==> config.mk <==
export PLATFORM = sky130hd
export DESIGN_NAME = flash_wstat
export DESIGN_NICKNAME = d
export VERILOG_FILES = /design/src/rtl/wsg_pkg.sv /design/src/rtl/wsg_bank_dec.sv /design/src/rtl/wsg_toggle.sv /design/src/rtl/wsg_seq.sv /design/src/rtl/wsg_status_mux.sv /design/src/rtl/flash_wstat.sv
export SDC_FILE = /design/constraint.sdc
export NUM_CORES = 1
export LEC_CHECK = 0
export BUFFER_PORTS_ARGS = -buffer_cell sky130_fd_sc_hd__buf_2
export CORE_MARGIN = 10
export CORE_UTILIZATION = 40
export CTS_CLUSTER_SIZE = 8
export DETAILED_ROUTE_END_ITERATION = 12
export PLACE_DENSITY_LB_ADDON = 0.2
export SYNTH_ARGS = -nofsm -noshare
export SYNTH_HDL_FRONTEND = slang
export SYNTH_HIERARCHICAL = 1
export SYNTH_SLANG_ARGS = --single-unit
==> constraint.sdc <==
create_clock -name clk -period 2 [get_ports clk]
set_input_delay 0.3 -clock clk [delete_from_list [all_inputs] [get_ports clk]]
set_output_delay 0.3 -clock clk [all_outputs]
set_load 0.1 [all_outputs]
==> src/rtl/wsg_pkg.sv <==
package wsg_pkg;

    typedef enum logic [1:0] {
        ST_IDLE  = 2'd0,
        ST_PROG  = 2'd1,
        ST_ERASE = 2'd2,
        ST_SUSP  = 2'd3
    } wsg_state_e;

    localparam int POLL_BIT  = 7;
    localparam int TOG_BIT   = 6;
    localparam int ETOG_BIT  = 2;
    localparam int SLICE_W   = 3;

endpackage

==> src/rtl/wsg_bank_dec.sv <==
module wsg_bank_dec #(
    parameter int AW           = 21,
    parameter int SMALL_SLICES = 1,
    parameter bit SMALL_AT_TOP = 1'b0
) (
    input  logic [AW-1:0] addr,
    output logic          is_large
);
    import wsg_pkg::*;

    localparam int TOP_EDGE = (1 << SLICE_W) - SMALL_SLICES;

    logic [SLICE_W-1:0] slice;
    logic [AW-SLICE_W-1:0] unused_low;

    assign slice      = addr[AW-1 -: SLICE_W];
    assign unused_low = addr[AW-SLICE_W-1:0];

    generate
        if (SMALL_AT_TOP) begin : g_small_top
            assign is_large = (slice < SLICE_W'(TOP_EDGE));
        end else begin : g_small_bottom
            assign is_large = (slice >= SLICE_W'(SMALL_SLICES));
        end
    endgenerate

endmodule

==> src/rtl/wsg_toggle.sv <==
module wsg_toggle (
    input  logic clk,
    input  logic rst_n,
    input  logic clr,
    input  logic flip,
    output logic q
);
    always_ff @(posedge clk or negedge rst_n) begin
        if (!rst_n) begin
            q <= 1'b0;
        end else if (clr) begin
            q <= 1'b0;
        end else if (flip) begin
            q <= ~q;
        end
    end
endmodule

==> src/rtl/wsg_seq.sv <==
module wsg_seq #(
    parameter int SECT_W = 10
) (
    input  logic                 clk,
    input  logic                 rst_n,
    input  logic                 op_start,
    input  logic                 op_erase,
    input  logic                 op_large,
    input  logic [SECT_W-1:0]    op_sect,
    input  logic                 op_poll,
    input  logic                 op_done,
    input  logic                 susp_req,
    input  logic                 resume_req,
    output wsg_pkg::wsg_state_e  state,
    output logic                 busy_large,
    output logic [SECT_W-1:0]    busy_sect,
    output logic                 poll_bit,
    output logic                 busy_n
);
    import wsg_pkg::*;

    wsg_state_e nxt;

    // state register
    always_ff @(posedge clk or negedge rst_n) begin
        if (!rst_n) state <= ST_IDLE;
        else        state <= nxt;
    end

    // transitions: START_PROG, START_ERASE, FINISH, SUSPEND, RESUME
    always_comb begin
        nxt = state;
        unique case (state)
            ST_IDLE:  if (op_start) nxt = op_erase ? ST_ERASE : ST_PROG;
            ST_PROG:  if (op_done) nxt = ST_IDLE;
            ST_ERASE: begin
                if (op_done)       nxt = ST_IDLE;
                else if (susp_req) nxt = ST_SUSP;
            end
            ST_SUSP:  if (resume_req) nxt = ST_ERASE;
        endcase
    end

    // operation context, captured only when a start is accepted
    always_ff @(posedge clk or negedge rst_n) begin
        if (!rst_n) begin
            busy_large <= 1'b0;
            busy_sect  <= '0;
            poll_bit   <= 1'b0;
        end else if (state == ST_IDLE && op_start) begin
            busy_large <= op_large;
            busy_sect  <= op_sect;
            poll_bit   <= op_poll;
        end
    end

    // outputs
    always_comb begin
        unique case (state)
            ST_PROG, ST_ERASE: busy_n = 1'b0;
            default:           busy_n = 1'b1;
        endcase
    end

endmodule

==> src/rtl/wsg_status_mux.sv <==
module wsg_status_mux #(
    parameter int DW = 16
) (
    input  wsg_pkg::wsg_state_e state,
    input  logic                rd_stb,
    input  logic                bank_hit,
    input  logic                sect_hit,
    input  logic                tog_main,
    input  logic                tog_erase,
    input  logic                poll_bit,
    input  logic [DW-1:0]       arr_data,
    output logic [DW-1:0]       word,
    output logic                flip_main,
    output logic                flip_erase
);
    import wsg_pkg::*;

    always_comb begin
        word       = arr_data;
        flip_main  = 1'b0;
        flip_erase = 1'b0;
        unique case (state)
            ST_IDLE: begin
            end
            ST_PROG: if (bank_hit) begin
                word[POLL_BIT] = ~poll_bit;
                word[TOG_BIT]  = tog_main;
                flip_main      = rd_stb;
            end
            ST_ERASE: if (bank_hit) begin
                word[POLL_BIT] = 1'b0;
                word[TOG_BIT]  = tog_main;
                word[ETOG_BIT] = tog_erase;
                flip_main      = rd_stb;
                flip_erase     = rd_stb;
            end
            ST_SUSP: if (sect_hit) begin
                word[POLL_BIT] = 1'b1;
                word[TOG_BIT]  = 1'b1;
                word[ETOG_BIT] = tog_erase;
                flip_erase     = rd_stb;
            end
        endcase
    end
endmodule

==> src/rtl/flash_wstat.sv <==
module flash_wstat #(
    parameter int AW           = 21,
    parameter int DW           = 16,
    parameter int SECT_W       = 10,
    parameter int SMALL_SLICES = 1,
    parameter bit SMALL_AT_TOP = 1'b0
) (
    input  logic          clk,
    input  logic          rst_n,
    input  logic          op_start,
    input  logic          op_erase,
    input  logic [AW-1:0] op_addr,
    input  logic [DW-1:0] op_wdata,
    input  logic          op_done,
    input  logic          susp_req,
    input  logic          resume_req,
    input  logic          rd_stb,
    input  logic [AW-1:0] rd_addr,
    input  logic [DW-1:0] arr_data,
    output logic [DW-1:0] rd_data,
    output logic          busy_n
);
    import wsg_pkg::*;

    wsg_state_e        st;
    logic              rd_large, op_large, busy_large;
    logic [SECT_W-1:0] busy_sect;
    logic              poll_bit;
    logic              bank_hit, sect_hit;
    logic              tog_main, tog_erase, flip_main, flip_erase, tog_clr;
    logic [DW-1:0]     word;
    logic              unused_bits;

    assign unused_bits = ^{op_wdata[DW-1:POLL_BIT+1], op_wdata[POLL_BIT-1:0]};

    wsg_bank_dec #(.AW(AW), .SMALL_SLICES(SMALL_SLICES), .SMALL_AT_TOP(SMALL_AT_TOP))
        u_rd_dec (.addr(rd_addr), .is_large(rd_large));
    wsg_bank_dec #(.AW(AW), .SMALL_SLICES(SMALL_SLICES), .SMALL_AT_TOP(SMALL_AT_TOP))
        u_op_dec (.addr(op_addr), .is_large(op_large));

    wsg_seq #(.SECT_W(SECT_W)) u_seq (
        .clk(clk), .rst_n(rst_n),
        .op_start(op_start), .op_erase(op_erase), .op_large(op_large),
        .op_sect(op_addr[AW-1 -: SECT_W]), .op_poll(op_wdata[POLL_BIT]),
        .op_done(op_done), .susp_req(susp_req), .resume_req(resume_req),
        .state(st), .busy_large(busy_large), .busy_sect(busy_sect),
        .poll_bit(poll_bit), .busy_n(busy_n)
    );

    assign bank_hit = (rd_large == busy_large);
    assign sect_hit = bank_hit && (rd_addr[AW-1 -: SECT_W] == busy_sect);
    assign tog_clr  = op_start && (st == ST_IDLE);

    wsg_toggle u_tog_main  (.clk(clk), .rst_n(rst_n), .clr(tog_clr), .flip(flip_main),  .q(tog_main));
    wsg_toggle u_tog_erase (.clk(clk), .rst_n(rst_n), .clr(tog_clr), .flip(flip_erase), .q(tog_erase));

    wsg_status_mux #(.DW(DW)) u_mux (
        .state(st), .rd_stb(rd_stb), .bank_hit(bank_hit), .sect_hit(sect_hit),
        .tog_main(tog_main), .tog_erase(tog_erase), .poll_bit(poll_bit),
        .arr_data(arr_data), .word(word),
        .flip_main(flip_main), .flip_erase(flip_erase)
    );

    always_ff @(posedge clk or negedge rst_n) begin
        if (!rst_n)      rd_data <= '0;
        else if (rd_stb) rd_data <= word;
    end

endmodule

# ---- Word-level counts from Yosys, hierarchy flattened
# Index checks and enable logic that the tools add are counted.
dict set report word_totals {
  register_bits 32
  output_inout_bits 17
}
dict set report classes {
  muxes 23
  reduce_logical 7
  order_cmp 2
  eq_ne 9
  bitwise_logic 3
}
# operator count
set op_table {}
lappend op_table {{$mux W2} 9}
lappend op_table {{$eq A10 B10 Y1} 1}
lappend op_table {{$mux W1} 10}
lappend op_table {{$pmux W2 S4} 1}
lappend op_table {{$ge A3 B1 Y1 const B} 2}
lappend op_table {{$ne A2 B2 Y1 const B} 3}
lappend op_table {{$pmux W2 S3} 1}
lappend op_table {{$eq A2 B2 Y1 const B} 2}
lappend op_table {{$pmux W1 S2} 2}
lappend op_table {{$reduce_and A4 Y1} 1}
lappend op_table {{$reduce_bool A2 Y1} 2}
lappend op_table {{$ne A3 B3 Y1 const B} 1}
lappend op_table {{$not A1 Y1} 3}
lappend op_table {{$eq A2 B1 Y1 const B} 1}
lappend op_table {{$logic_and A1 B1 Y1} 2}
lappend op_table {{$logic_not A2 Y1} 1}
lappend op_table {{$reduce_or A2 Y1} 1}
lappend op_table {{$eq A1 B1 Y1} 1}

# ---- Depth between registers and ports, before layout
dict set report logic_depth {
  depth_word 7
  mapped_depth 9
  depth_no_buf 9
}

# ---- By module
# The synthesis kept the hierarchy.
# mod area_each_um2 n_inst cells_per_inst seq_area_each_um2
set by_module_without_submodules {}
lappend by_module_without_submodules {flash_wstat 775.7 1 50 400.4}
lappend by_module_without_submodules {wsg_seq 658.1 1 51 350.3}
lappend by_module_without_submodules {wsg_status_mux 296.5 1 41 0.0}
lappend by_module_without_submodules {wsg_toggle 37.5 2 3 25.0}
lappend by_module_without_submodules {wsg_bank_dec 6.3 2 1 0.0}

# ---- Worst setup path after synthesis
# No wires, ideal clock.
dict set report synth_timing {
  kind {in2reg}
  from {input rd_addr[18]}
  to {register rd_data[2]}
  t_arrival_ns 2.355
  path_stages 8
  required_ns 1.874
  setup_slack_ns -0.481
  cell_sequence {or3_1 xnor2_1 nand4_1 nor3_1 clkinv_1 a221o_1 a22o_1 mux2_4}
}
dict set report synth_via {
  elab_chain_cells 5
}
# item line_no
set synth_rtl {}
lappend synth_rtl {{start, declared} flash_wstat.sv:18} ;# input logic [AW-1:0] rd_addr,
lappend synth_rtl {{$ge A3 B1 Y1} wsg_bank_dec.sv:23} ;# assign is_large = (slice >= SLICE_W'(SMALL_SLICES));
lappend synth_rtl {{$eq A1 B1 Y1} flash_wstat.sv:50} ;# assign bank_hit = (rd_large == busy_large);
lappend synth_rtl {{named net bank_hit} flash_wstat.sv:29} ;# logic bank_hit, sect_hit;
lappend synth_rtl {{$logic_and A1 B1 Y1} flash_wstat.sv:51} ;# assign sect_hit = bank_hit && (rd_addr[AW-1 -: SECT_W] == busy_sect);
lappend synth_rtl {{named net sect_hit} flash_wstat.sv:29}
lappend synth_rtl {{$mux W1} wsg_status_mux.sv:37} ;# ST_SUSP: if (sect_hit) begin
lappend synth_rtl {{$pmux W1 S2} wsg_status_mux.sv:22} ;# unique case (state)
lappend synth_rtl {{named net word[2]} flash_wstat.sv:31} ;# logic [DW-1:0] word;
lappend synth_rtl {{end signal, assigned} flash_wstat.sv:66} ;# else if (rd_stb) rd_data <= word;
lappend synth_rtl {{end, declared} flash_wstat.sv:20} ;# output logic [DW-1:0] rd_data,
# The timed path passes the listed nets, and every way through them passes these cells.
# A chain may end at the register's enable or synchronous reset.

# ---- Worst setup path after layout
dict set report layout_timing {
  from {input rd_addr[20]}
  to {register rd_data[2]}
}
dict set report layout_via {
  elab_chain_cells 5
}
# item line_no
set layout_rtl {}
lappend layout_rtl {{$ge A3 B1 Y1} wsg_bank_dec.sv:23}
lappend layout_rtl {{named net rd_large} flash_wstat.sv:26} ;# logic rd_large, op_large, busy_large;
lappend layout_rtl {{$eq A1 B1 Y1} flash_wstat.sv:50}
lappend layout_rtl {{named net bank_hit} flash_wstat.sv:29}
lappend layout_rtl {{$logic_and A1 B1 Y1} flash_wstat.sv:51}
lappend layout_rtl {{named net sect_hit} flash_wstat.sv:29}
lappend layout_rtl {{$mux W1} wsg_status_mux.sv:37}
lappend layout_rtl {{$pmux W1 S2} wsg_status_mux.sv:22}
lappend layout_rtl {{named net word[2]} flash_wstat.sv:31}
# The timed path passes the listed nets, and every way through them passes these cells.

==> key figures <==
Job
  – Max-cap viol count: 0

Detailed routing
  – Number of iterations in the first detailed-routing pass: 4
  – Detailed Route Iter0 Violations: 49
  – Vias after detailed routing: 1265
  – Final WL: 3830 µm
  – Detail-routed via count per cell: 4.81
  – Residual DRC count: 0
  – Remaining antenna violation count: 0
  – Routed wire per std cell: 14.6 µm

Critical path
  – Arrival @ worst endpoint: 2080 ps
  – Slowest cell on the critical path: or3_4
  – Critical Path Source Type: input port
  – Critical path, cell by cell: buf_6 > or3_4 > xnor2_4 > nand4_1 > nor3_2 > inv_2 > a221o_1 > a22o_1 > mux2_4
  – Endpoint required time on the critical path: 2170 ps
  – Critical Path Max Stage Delay: 400 ps
  – Largest fanout on the critical path: 2
  – Setup CP Type: in2reg
  – Worst Setup End Kind: flip-flop

Pwr
  – PwrDens: 1520 nW/µm²
  – Leakage power: 1.14 nW
  – Max rail drop VDD: 1230 µV
  – Overall power: 3.50 mW

Min path
  – Min-Delay Path Class: in2async

Clock network
  – Clock network latency to the later pin of the worst-skew pair: 280 ps
  – CTS tree: yes
  – CTS clock-pin slew for the worst setup and hold paths: 70 ps
  – Clock root buffer master: clkbuf_8
  – Largest buffer count on any clock path: 2
  – H-tree level count: 2
  – Num CTS Buffers: 5
  – Clock tree sinks: 32

Yosys
  – Area leader, netlist: dfrtp_1
  – Largest cells by area after synthesis: dfrtp_1 (44%), mux2_2 (9.9%), mux2_4 (8.3%)
  – Post-synthesis average cell area: 12.1 µm²
  – Prevailing post-synth register cell: dfrtp_1
  – Share of the yosys chip area belonging to registers: 0.440
  – Top-area cell type share of the netlist area: 0.440
  – Post-synth net total: 243
  – Cell count after synthesis: 150
  – Post-synthesis async set-or-reset flop share: 1.00
  – Number of flops mapped to enable cells by yosys: 0
  – Syn. warnings: 6
  – Total of flip-flops plus latches after synthesis: 32
  – Most numerous cell in the Yosys netlist: dfrtp_1
  – Number of different library cells in the post-synthesis netlist: 36
  – Total standard cell area after synthesis: 1820 µm²
  – Synth top cells by count: dfrtp_1 (32), mux2_2 (16), buf_4 (13), xnor2_1 (13), ha_1 (11)

Final layout
  – Final core utilization: 0.524
  – Filler cells: 403
  – Signed area change from the synthesized netlist to the final layout: 26.4%
  – Fraction of final layout cells with drive strength greater than 1: 0.521
  – Total inserted antenna cells: 0
  – Number of nets at the end of the flow: 303

Timing
  – Setup-violating endpoint count in the final report: 0
  – Actual slew at the worst max-slew pin: 709 ps
  – Count of pins over their slew limit: 0
  – Worst setup skew after layout: 4.92 ps
  – Worst slew margin relative to its limit: 0.527
  – Post-layout min period: 1920 ps
  – Fmax: 522 MHz
  – Unrepaired setup endpoints after global routing: false
  – Share of the clock period used by the worst path: 0.958
  – Total Neg Setup Slack: 0 ps
  – Count of final hold-check violations: 0

Place
  – Hpwl dp: 3130 µm
  – Placer congestion estimate: 0.751
  – Number of I/O port buffers: 61

Die
  – Area of the die: 7640 µm²
  – Site row count: 24
  – Effective utilization at floorplan: 0.415
  – Top-level I/O count: 99
  – Core outline area: 4380 µm²
  – Die Span X: 87.4 µm
  – Y dimension of the die: 87.4 µm

Global routing
  – Tot GR Track Use: 0.102
  – First-pass GRT wire length: 6250 µm
  – Number of global-route vias before repair: 1401
  – Pin count of the biggest net entering global routing: 33
  – Initial antenna violation count: 0
  – Aggregate global routing overflow: 0

Status
  – Run status: finished clean
==> power by group <==
part,internal [mW],switching (mW)
registers,0.866,0.189
logic,0.740,1.04
clock network,0.439,0.229
==> stage by stage <==
| step | cells | hold WS (ps) | setup WS, ps | instance area (µm²) |
|---|---|---|---|---|
| finish | 263 | 65.3 | 84.9 | 2300 |
| global route | 263 | 122 | 4.05 | 2300 |
| CTS | 262 | 95.0 | 7.76 | 2280 |
| detailed placement | 254 | 400 | -293 | 2150 |
| global placement | 254 | 386 | -288 | 2150 |
| floorplan | 150 | 4.41 | -166 | 1850 |
==> registers in the layout, indices dropped and copies added, names as in the netlist <==
name / flops
u_tog_erase/q: 1
u_seq/poll_bit: 1
rd_data: 16
u_seq/busy_sect: 10
u_seq/busy_large: 1
u_seq/state: 2
u_tog_main/q: 1
==> metal layers <==
layer / vias up / track usage / routed length, µm
met3: 5 / 0.0524 / 444
met1: 588 / 0.111 / 1570
li1: 623 / - / -
met4: 0 / 0.0362 / 43
met2: 49 / 0.165 / 1780
met5: - / 0 / 0
==> cells in the final DEF, fill, tap and decap left out, types with 2 or more instances in the layout <==
cell type	instances
a2bb2oi_1	3
buf_2	59
buf_4	8
clkbuf_8	7
dfrtp_1	32
ha_1	11
inv_1	9
inv_2	2
mux2_1	2
mux2_2	16
mux2_4	10
nand2_1	3
nand3_1	2
nand4_1	2
nor2_1	7
nor2b_1	2
o22ai_1	3
xnor2_1	11
==> cell families (layout without fill, tap and decap cells) <==
group	count (synthesis)	after routing	synth area share
XOR/XNOR	13	13	0.0626
multiplexers	28	28	0.194
flip-flops	32	32	0.440
adder cells (fa/ha/maj)	11	11	0.0757
buffers and inverters	27	88	0.0963
AO/OA/AOI/OAI	15	15	0.0619
AND/OR/NAND/NOR	24	24	0.0688
==> layout make-up <==
type,instances,area (µm²),area share
repair buffers,69,387,0.168
clock buffers,7,96.3,0.0419
flip-flops and latches,32,801,0.348
multi-input cells,91,878,0.382
well taps,52,65.1,0.0283
clock inverters,1,30.0,0.0131
inverters,11,41.3,0.0180
==> worst max-delay path, delay by kind of cell <==
| family | cells | cell delay [ps] |
|---|---|---|
| buf+inv | 2 | 140 |
| compound gates | 2 | 510 |
| simple gates | 3 | 740 |
| xor+xnor | 1 | 140 |
| mux | 1 | 250 |
==> what timing repair did <==
| action | in CTS | in global routing |
|---|---|---|
| setup endpoints to repair | 1 | 1 |
| gates resized for setup | 1 | 2 |
| buffers inserted | 0 | 1 |
| hold buffers | 0 | 0 |
| pin swaps | 0 | 2 |
| endpoints found under the hold margin | 0 | 0 |
| cloned | 0 | 0 |
==> worst paths after layout <==
kind | slack (ps) | startpoint | end | cells after the start
max | 80 | rd_addr[20] | rd_data[2] | 9
min | 70 | rst_n | rd_data[10] | 1
max reg2reg | 130 | u_seq/busy_sect[8] | rd_data[2] | 7
min reg2reg | 500 | rd_data[10] | rd_data[10] | 1
max in group asynchronous | 1470 | rst_n | u_seq/busy_large | 1
min in group clk | 240 | op_addr[17] | u_seq/busy_sect[6] | 2
Power figures use the tool's default switching activity.
